$ cat src/rtl/lcd_raster_pkg.sv
package lcd_raster_pkg;
  localparam int CW     = 16;      // coordinate / count width
  localparam int DW     = 2 * CW;  // register data width
  localparam int PW     = 24;      // colour width
  localparam int REG_AW = 3;       // register address width

  // control word bit positions
  localparam int CB_EN   = 0;
  localparam int CB_PINV = 1;
  localparam int CB_HINV = 2;
  localparam int CB_VINV = 3;
  localparam int CB_DINV = 4;
  localparam int CB_FALL = 5;

  typedef enum logic [REG_AW-1:0] {
    REG_TOTAL  = 3'd0,
    REG_ACTIVE = 3'd1,
    REG_HPORCH = 3'd2,
    REG_VPORCH = 3'd3,
    REG_FILL   = 3'd4,
    REG_CTRL   = 3'd5
  } regSel_t;

  typedef struct packed {
    logic [CW-1:0] hTot;
    logic [CW-1:0] vTot;
    logic [CW-1:0] hAct;
    logic [CW-1:0] vAct;
    logic [CW-1:0] hLead;
    logic [CW-1:0] vLead;
  } rasterTim_t;

  typedef struct packed {
    logic          en;
    logic          pclkInv;
    logic          hsInv;
    logic          vsInv;
    logic          deInv;
    logic          fallEdge;
    logic [PW-1:0] fill;
  } dispCfg_t;

  // strobes from control to datapath
  typedef struct packed {
    logic run;
    logic hSync;
    logic vSync;
    logic active;
  } rasterStrb_t;
endpackage

$ cat src/rtl/lcd_raster_ctrl.sv
module lcd_raster_ctrl
  import lcd_raster_pkg::*;
(
  input  logic              clk,
  input  logic              rst_n,
  input  logic              wrEn,
  input  logic [REG_AW-1:0] wrAddr,
  input  logic [DW-1:0]     wrData,
  output dispCfg_t          curCfg,
  output rasterStrb_t       strb,
  output logic              pixReq,
  output logic [CW-1:0]     pixX,
  output logic [CW-1:0]     pixY
);
  rasterTim_t stgTim, curTim;
  dispCfg_t   stgCfg;
  logic [CW-1:0] hCnt, vCnt;
  logic [CW:0]   hOff, vOff;
  logic hIn, vIn, hLast, vLast, inWin;

  always_comb begin
    hOff  = {1'b0, hCnt} - {1'b0, curTim.hLead} - (CW+1)'(1);
    vOff  = {1'b0, vCnt} - {1'b0, curTim.vLead} - (CW+1)'(1);
    hIn   = (hCnt > curTim.hLead) && (hOff < {1'b0, curTim.hAct});
    vIn   = (vCnt > curTim.vLead) && (vOff < {1'b0, curTim.vAct});
    hLast = ({1'b0, hCnt} + (CW+1)'(1)) >= {1'b0, curTim.hTot};
    vLast = ({1'b0, vCnt} + (CW+1)'(1)) >= {1'b0, curTim.vTot};
    inWin = curCfg.en && hIn && vIn;
  end

  assign strb.run    = curCfg.en;
  assign strb.hSync  = curCfg.en && (hCnt == '0);
  assign strb.vSync  = curCfg.en && (vCnt == '0);
  assign strb.active = inWin;
  assign pixReq      = inWin;
  assign pixX        = inWin ? hOff[CW-1:0] : '0;
  assign pixY        = inWin ? vOff[CW-1:0] : '0;

  always_ff @(posedge clk or negedge rst_n) begin
    if (!rst_n) begin
      stgTim <= '0;
      stgCfg <= '0;
      curTim <= '0;
      curCfg <= '0;
      hCnt   <= '0;
      vCnt   <= '0;
    end else begin
      if (wrEn) begin
        case (regSel_t'(wrAddr))
          REG_TOTAL:  begin stgTim.vTot <= wrData[DW-1:CW]; stgTim.hTot <= wrData[CW-1:0]; end
          REG_ACTIVE: begin stgTim.vAct <= wrData[DW-1:CW]; stgTim.hAct <= wrData[CW-1:0]; end
          REG_HPORCH: stgTim.hLead <= wrData[CW-1:0];
          REG_VPORCH: stgTim.vLead <= wrData[CW-1:0];
          REG_FILL:   stgCfg.fill  <= wrData[PW-1:0];
          REG_CTRL: begin
            stgCfg.en       <= wrData[CB_EN];
            stgCfg.pclkInv  <= wrData[CB_PINV];
            stgCfg.hsInv    <= wrData[CB_HINV];
            stgCfg.vsInv    <= wrData[CB_VINV];
            stgCfg.deInv    <= wrData[CB_DINV];
            stgCfg.fallEdge <= wrData[CB_FALL];
          end
          default: ;
        endcase
      end
      if (!curCfg.en) begin
        curTim <= stgTim;
        curCfg <= stgCfg;
        hCnt   <= '0;
        vCnt   <= '0;
      end else if (hLast) begin
        hCnt <= '0;
        if (vLast) begin
          vCnt   <= '0;
          curTim <= stgTim;
          curCfg <= stgCfg;
        end else begin
          vCnt <= vCnt + CW'(1);
        end
      end else begin
        hCnt <= hCnt + CW'(1);
      end
    end
  end
endmodule

$ cat src/rtl/lcd_raster_dp.sv
module lcd_raster_dp
  import lcd_raster_pkg::*;
#(
  parameter int FW = 16
) (
  input  logic          clk,
  input  logic          rst_n,
  input  dispCfg_t      curCfg,
  input  rasterStrb_t   strb,
  input  logic [PW-1:0] pixIn,
  output logic          hsyncOut,
  output logic          vsyncOut,
  output logic          deOut,
  output logic          pclkEnOut,
  output logic [PW-1:0] rgbOut,
  output logic          frameStart,
  output logic [FW-1:0] frameCount
);
  logic vsPrev, startNow;

  always_comb begin
    if (curCfg.fallEdge) startNow = strb.run && vsPrev && !strb.vSync;
    else                 startNow = strb.run && !vsPrev && strb.vSync;
  end

  always_ff @(posedge clk or negedge rst_n) begin
    if (!rst_n) begin
      hsyncOut   <= 1'b0;
      vsyncOut   <= 1'b0;
      deOut      <= 1'b0;
      pclkEnOut  <= 1'b0;
      rgbOut     <= '0;
      vsPrev     <= 1'b0;
      frameStart <= 1'b0;
      frameCount <= '0;
    end else begin
      hsyncOut   <= strb.run && (strb.hSync ^ curCfg.hsInv);
      vsyncOut   <= strb.run && (strb.vSync ^ curCfg.vsInv);
      deOut      <= strb.run && (strb.active ^ curCfg.deInv);
      pclkEnOut  <= strb.run && !curCfg.pclkInv;
      rgbOut     <= !strb.run ? '0 : (strb.active ? pixIn : curCfg.fill);
      vsPrev     <= strb.vSync;
      frameStart <= startNow;
      if (startNow) frameCount <= frameCount + FW'(1);
    end
  end
endmodule

$ cat src/rtl/lcd_raster_gen.sv
module lcd_raster_gen
  import lcd_raster_pkg::*;
#(
  parameter int FW = 16
) (
  input  logic              clk,
  input  logic              rst_n,
  input  logic              wrEn,
  input  logic [REG_AW-1:0] wrAddr,
  input  logic [DW-1:0]     wrData,
  input  logic [PW-1:0]     pixIn,
  output logic              pixReq,
  output logic [CW-1:0]     pixX,
  output logic [CW-1:0]     pixY,
  output logic              hsyncOut,
  output logic              vsyncOut,
  output logic              deOut,
  output logic              pclkEnOut,
  output logic [PW-1:0]     rgbOut,
  output logic              frameStart,
  output logic [FW-1:0]     frameCount
);
  dispCfg_t    curCfg;
  rasterStrb_t strb;

  lcd_raster_ctrl u_ctrl (
    .clk(clk), .rst_n(rst_n), .wrEn(wrEn), .wrAddr(wrAddr), .wrData(wrData),
    .curCfg(curCfg), .strb(strb), .pixReq(pixReq), .pixX(pixX), .pixY(pixY)
  );

  lcd_raster_dp #(.FW(FW)) u_dp (
    .clk(clk), .rst_n(rst_n), .curCfg(curCfg), .strb(strb), .pixIn(pixIn),
    .hsyncOut(hsyncOut), .vsyncOut(vsyncOut), .deOut(deOut), .pclkEnOut(pclkEnOut),
    .rgbOut(rgbOut), .frameStart(frameStart), .frameCount(frameCount)
  );
endmodule

$ cat config.mk
export PLATFORM = sky130hd
export DESIGN_NAME = lcd_raster_gen
export DESIGN_NICKNAME = d
export VERILOG_FILES = /design/src/rtl/lcd_raster_pkg.sv /design/src/rtl/lcd_raster_ctrl.sv /design/src/rtl/lcd_raster_dp.sv /design/src/rtl/lcd_raster_gen.sv
export SDC_FILE = /design/constraint.sdc
export NUM_CORES = 1
export LEC_CHECK = 0
export ABC_AREA = 1
export BUFFER_PORTS_ARGS = -buffer_cell sky130_fd_sc_hd__clkbuf_2
export CAP_MARGIN = 10
export CORE_MARGIN = 2
export CORE_UTILIZATION = 50
export CTS_CLUSTER_SIZE = 16
export DETAILED_ROUTE_END_ITERATION = 10
export PLACE_DENSITY = 0.68
export SLEW_MARGIN = 0
export SYNTH_ARGS = -nofsm -noshare
export SYNTH_HDL_FRONTEND = slang
export SYNTH_SLANG_ARGS = --single-unit
$ cat constraint.sdc
create_clock -name clk -period 5.4 [get_ports clk]
set_clock_uncertainty 0.15 [all_clocks]
set_input_delay 0.81 -clock clk [delete_from_list [all_inputs] [get_ports clk]]
set_output_delay 0.81 -clock clk [all_outputs]
set_load 0.005 [all_outputs]
== Word-level counts from Yosys, hierarchy flattened ==
Cells that the tools add are included.
Storage, ports and cells
  flip-flop bits (word level): 330
  bits of input ports: 62
  output and inout bits: 78
  word-level logic and storage cells: 104
Cells by class
  $add $sub $neg: 9
  order comparisons: 6
  equality and inequality tests: 7
  muxes and demuxes: 16
  bitwise operators: 3
  reduce and logical (&&, ||, !) cells: 27
Operators by type and width (count)
  $mux 96: 3
  $mux 16: 7
  $mux 30: 3
  $add 16x1->16 const B: 3
  $mux 24: 2
  $add 16x1->17 const B: 2
  $ge 17x16->1: 2
  $lt 17x16->1: 2
  $sub 16x16->17: 2
  $sub 17x1->17 const B: 2
  $gt 16x16->1: 2
  $logic_not 16->1: 2
  $logic_and 1x1->1: 14
  $reduce_and 2->1: 7
  $eq 3x2->1 const B: 2
  $eq 3x3->1 const B: 2
  $ne 2x2->1 const B: 2
  $eq 3x1->1 const B: 1
  $logic_not 1->1: 3
  $logic_not 3->1: 1
  $xor 1x1->1: 3
  $mux 1: 1

== Depth between registers and ports, before layout ==
  word-level depth: 8
  gate-level depth with buffers: 26
  gate-level depth less buffers: 24

== Hierarchy ==
Synthesis repeated with hierarchy kept, for this count alone.
Unflattened totals
  cells, all modules: 2151
  area, all modules: 17250.3 um^2
By module, submodules not included
  lcd_raster_ctrl: instances 1, cells each 1913, area each 15209.6 um^2
  lcd_raster_dp: instances 1, cells each 238, area each 2040.7 um^2

== Least setup slack after synthesis ==
OpenSTA, ideal clock, no wires.
  path kind: register to output
  from: register u_ctrl.curTim[16] in the netlist's numbering
  to: output pixX[0]
  arrival time: 3254 ps
  required time: 4440 ps
  slack: 1186 ps
  cell stages (with the launch flop): 26
  cell sequence: dfrtp_1 -> inv_1 -> ha_1 -> inv_1 -> fa_1 -> nand3b_1 -> nand2_1 -> nand2_1 -> nand2_1 -> a21boi_0 -> o21ai_0 -> xor2_1 -> inv_1 -> ha_1 -> inv_1 -> nor3_1 -> nor3_1 -> nand2_1 -> nand2_1 -> nand2_1 -> nand2_1 -> nand2_1 -> nor2_2 -> inv_1 -> clkbuf_1 -> nor2_1
On the way
  cells in the longest elaborated chain, start to end: 7
  elaborated cells between the ends (all ways): 8
RTL lines
  from (decl): line lcd_raster_ctrl.sv:15  | rasterTim_t stgTim, curTim;
  from (signal assigned): line lcd_raster_ctrl.sv:67  | curTim <= stgTim;
  from (signal assigned): line lcd_raster_ctrl.sv:75  | curTim <= stgTim;
  $sub 16x16->17: line lcd_raster_ctrl.sv:22  | hOff = {1'b0, hCnt} - {1'b0, curTim.hLead} - (CW+1)'(1);
  $sub 17x1->17: line lcd_raster_ctrl.sv:22
  $lt 17x16->1: line lcd_raster_ctrl.sv:24  | hIn = (hCnt > curTim.hLead) && (hOff < {1'b0, curTim.hAct});
  $logic_and 1x1->1: line lcd_raster_ctrl.sv:24
  $logic_and 1x1->1 (2 in series): line lcd_raster_ctrl.sv:28  | inWin = curCfg.en && hIn && vIn;
  $mux 16 (*): line lcd_raster_ctrl.sv:36  | assign pixX = inWin ? hOff[CW-1:0] : '0;
  to (decl): line lcd_raster_gen.sv:13  | output logic [CW-1:0] pixX,
Mark *: on every way between the ends. The rest lies on a longest branch, timed or not.

== Worst setup path in the final report ==
  from: register u_ctrl.hCnt[5]
  to: output pixY[13]
On the way
  cells in the longest elaborated chain, start to end: 7
  elaborated cells between the ends (all ways): 8
RTL lines
  from (decl): line lcd_raster_ctrl.sv:17  | logic [CW-1:0] hCnt, vCnt;
  from (signal assigned): line lcd_raster_ctrl.sv:81  | hCnt <= hCnt + CW'(1);
  $sub 16x16->17: line lcd_raster_ctrl.sv:22
  $sub 17x1->17: line lcd_raster_ctrl.sv:22
  $lt 17x16->1: line lcd_raster_ctrl.sv:24
  $logic_and 1x1->1 (*): line lcd_raster_ctrl.sv:24
  $logic_and 1x1->1 (*) (2 in series): line lcd_raster_ctrl.sv:28
  $mux 16 (*): line lcd_raster_ctrl.sv:37  | assign pixY = inWin ? vOff[CW-1:0] : '0;
  to (decl): line lcd_raster_gen.sv:14  | output logic [CW-1:0] pixY,
Marked as above.

==> flow_summary.yaml <==
clock_tree:
  clkTransAtPathRegs_ns: 0.06
  number_of_buffers_inserted_during_clock_tree_synthesis: 37
  cts-root-buf: "clkbuf_16"
  cts_tree: "done"
  clkSinkCount: 330
  ctsHtreeMaxLevel: 2
  clock_insertion_delay_worst_skew_ns: 0.53
  post_cts_hold_buffer_count: 0
  clk_path_buf_depth: 3
logic_synthesis:
  yosys-mux-area-fraction_pct: 0.131
  yosys_register_bits: 330
  ys.flop_type: "dfrtp_1"
  synth_unique_cells: 42
  post_synth_edffs: 0
  synth_fa_ha_area_share_pct: 7.60
  synth_compound_area_share_pct: 7.76
  yosys_warnings: 0
  yosys.area_share.xor_xnor_pct: 2.86
  synth_simple_gate_area_share_pct: 24.6
  mappedNetlistArea_um2: 17200
  async_flop_share_pct: 100
  netlist_instances: 2127
  syn-num-nets: 2292
  synth_top_family_by_area: "simple AND/OR/NAND/NOR gates"
  synth.avg_cell_area_um2: 8.07
  sequential_cell_area_fraction_in_the_yosys_report_pct: 48.1
finish:
  fraction_of_final_layout_cells_with_drive_strength_greater_than_1_pct: 11.8
  antenna_cells_inserted: 0
  final.fill_count: 3139
  register_area_um2: 8260
  multi_input_comb_area_um2: 7460
  relative_area_change_from_synthesis_to_final_layout_pct: 13.9
  num-nets-final: 2409
  utilization_pct: 58.0
  layoutNonFillerInstCount: 2716
worst_setup_path:
  r2r_slack_ns: 0.97
  worstSetupPathType: "reg2out"
  rr_worst_depth: 19
  worst_r2r_startpoint: "u_ctrl.vCnt[0]"
  crit_arrival_ns: 4.14
  critical_path_required_ns: 4.44
  setup.worst_path.end_class: "output port"
  terminus_of_the_critical_flop_to_flop_path: "u_ctrl.curCfg[29]"
  path_delay_family: "simple AND/OR/NAND/NOR gates"
  worstPathCellList: "ha_1 -> nand2_1 -> nand2_1 -> a21oi_1 -> nand2_2 -> a21boi_2 -> o21ai_2 -> xor2_1 -> inv_1 -> ha_1 -> nand2_1 -> inv_1 -> nor3_2 -> nand2_1 -> nand2_1 -> nand2_2 -> nand2_1 -> nand2_1 -> nor2_4 -> clkinvlp_4 -> buf_8 -> a21oi_2 -> clkbuf_2"
  cp_buf_inv_count: 5
  slowest_stage: "dfrtp_1"
  path_common_cell: "nand2_1"
  worstSetupStartpointType: "flip-flop"
  path_depth: 23
  worst_path_fanout_max: 7
  critPathMaxStageDelay_ns: 0.42
  worst_setup_path_startpoint: "u_ctrl.hCnt[5]"
  cp-endpoint: "pixY[13]"
detailed_routing:
  wl_met3_um: 2750
  final_antenna_net_count: 0
  routed_wirelength_um: 45200
  post_drt_via_cell_ratio: 5.22
  route.met2.wl_um: 20300
  routed_metal_1_wire_length_um: 21200
  drt_iter0_drc: 1014
  detailroute.via_count: 14200
  route.top_layer_used: "met4"
  drc_errors: 0
  wl_per_cell_um: 16.6
  firstDrtPassIters: 5
sta:
  setup-violations-final: 0
  timing.final.crit_share_pct: 94.4
  timing.final.crit_period_ns: 5.10
  fin_setup_tns_ns: 0
  slew_headroom_pct: 22.6
  fmax_mhz: 196
  tightest_slew_ns: 1.16
  report.final.hold_viol_count: 0
  layout_setup_ws_ns: 0.300
  slew_viol_final: 0
global_route:
  grt_pass1_vias: 13700
  groute.usage.overall_pct: 25.5
  globalRouteOverflowTotal: 0
  grt_start_max_net_pins: 172
  initial_antenna_violation_count: 6
  wire_length_of_the_first_global_routing_pass_um: 73100
floorplanning:
  die_w_um: 189
  placeableCoreArea_um2: 33700
  rows: 67
  die_height_um: 189
  die_area_um2: 35800
  top_level_ports: 140
  initial_core_util_pct: 50.9
placement:
  dpl.hpwl_um: 31900
  placed_cells: 2644
  placement.io_buffers: 139
  dpl_worst_slack_ns: 0.251
  place_congestion: 0.921
pwr:
  post-layout-total-power_mw: 10.5
  leakagePower_nw: 10.8
  vdd_drop_max_v: 0.000505
  cellPowerDensity_nw_per_um2: 535
run:
  cap_violations: 0
run_status:
  run_status: "completed"
hold_path:
  worst_hold_path_type: "in2async"
[metal layers]
metal / up-vias / GRT usage, %
met5: - / 0
met4: 0 / 6.05
met3: 56 / 4.02
met2: 404 / 39.7
met1: 6756 / 37.7
li1: 6962 / -
[synth_stat cells, types with 3 or more instances]
cell      number  share of area (%)
nand2_1      595                 13
nor2_2         6               0.22
buf_2         21               0.61
or2_2          4               0.15
nor4_1         4               0.15
nand3_1      196                5.7
a21boi_0       5               0.22
dfrtp_1      330                 48
nor3_1        20               0.58
xnor2_1        5               0.26
xor2_1        51                2.6
o21ai_1        7               0.20
and2_1         3               0.11
buf_4         15               0.66
a21o_1         4               0.17
inv_2          4              0.087
ha_1         101                7.4
inv_1        283                6.2
nand3b_1       4               0.17
o21ai_0      171                5.0
clkbuf_1      38               0.83
nand4_1       19               0.69
buf_6          8               0.52
nor2_1       150                3.3
o31ai_1        3               0.13
a21oi_1       54                1.6
[power by group]
group | switching [mW] | internal [mW] | total [mW]
combinational | 2.94 | 1.51 | 4.45
clock | 1.02 | 1.50 | 2.52
sequential | 0.402 | 3.10 | 3.50
total | 4.36 | 6.10 | 10.5
[worst register-to-register path, cell delays in order, from the launching register on]
cell,delay [ns]
dfrtp_1,0.43
inv_1,0.15
nor3_1,0.31
nand3_1,0.19
nor2_1,0.16
nand2_1,0.10
nor2_1,0.17
xor2_1,0.28
ha_1,0.17
nand2_1,0.07
nor3_1,0.31
o21ai_0,0.14
nand2_1,0.09
nand3_1,0.07
nand2_1,0.06
nand2_1,0.08
nand2_4,0.33
nand2_4,0.44
buf_12,0.36
or2_1,0.26
[cell families (layout without fill, tap and decap cells)]
family,Yosys count,in the layout
AOI/OAI and AO/OA,254,254
xor gates and xnor gates,56,56
adders and majority gates,103,103
buffers and inverters,371,512
DFF,330,330
muxes,2,2
and+or+nand+nor,1011,1011
[registers in the layout (all words and copies together), names as in the netlist]
| name | count |
|---|---|
| u_ctrl.hCnt | 16 |
| u_ctrl.vCnt | 16 |
| u_dp.frameCount | 16 |
| u_dp.rgbOut | 24 |
| u_dp.vsPrev | 1 |
| u_dp.hsyncOut | 1 |
| u_ctrl.stgTim | 96 |
| u_dp.pclkEnOut | 1 |
| u_ctrl.curTim | 96 |
| u_ctrl.stgCfg | 30 |
| u_dp.deOut | 1 |
| u_dp.vsyncOut | 1 |
| u_dp.frameStart | 1 |
| u_ctrl.curCfg | 30 |
[final cells by class]
type / count / share of cell area (%)
Clock inverter: 10 / 0.678
Clock buffer: 53 / 5.56
Timing Repair inverter: 1 / 0.0384
Multi-Input combinational cell: 1426 / 38.1
Timing Repair Buffer: 161 / 4.95
Sequential cell: 330 / 42.2
Inverter: 287 / 5.53
Tap cell: 448 / 2.87
[placed cells by master, fill, tap and decap left out, types with 5 or more instances in the layout]
master       n
clkbuf_8     8
buf_12       6
nor3_1      19
xor2_1      50
o21ai_1     12
ha_1       101
nand4_1     19
nor2_2       8
clkbuf_2   138
a21oi_2      6
a21oi_1     49
clkbuf_1     7
nand3_1    196
clkbuf_16   38
dfrtp_1    329
o21ai_0    163
nand2_2      6
xnor2_1      5
nand2_1    589
inv_1      282
nor2_1     147
buf_4       13
[worst min path at each step]
| stage | end | cells after the start |
|---|---|---|
| 2_1_floorplan | u_dp.pclkEnOut | 1 |
| 3_3_place_gp | u_dp.pclkEnOut | 1 |
| 4_1_cts | u_ctrl.stgTim[40] | 1 |
| 6_report | u_ctrl.stgTim[40] | 1 |
| 3_5_place_dp | u_dp.pclkEnOut | 1 |
| 5_1_grt | u_ctrl.stgTim[37] | 1 |
[stage by stage]
step / hold WS, ns / area, um^2
floorplan: 0.254 / 17200
global placement: 0.279 / 18200
detailed placement: 0.281 / 18200
CTS: 0.271 / 19400
global route: 0.293 / 19600
finish: 0.191 / 19600
[timing repair]
item,in CTS,in global routing
setup endpoints to repair,32,33
pin swaps,0,5
buffers inserted,4,3
resized for setup,6,33
cloned,1,0
No activity file was read; power rests on OpenSTA's default activity.
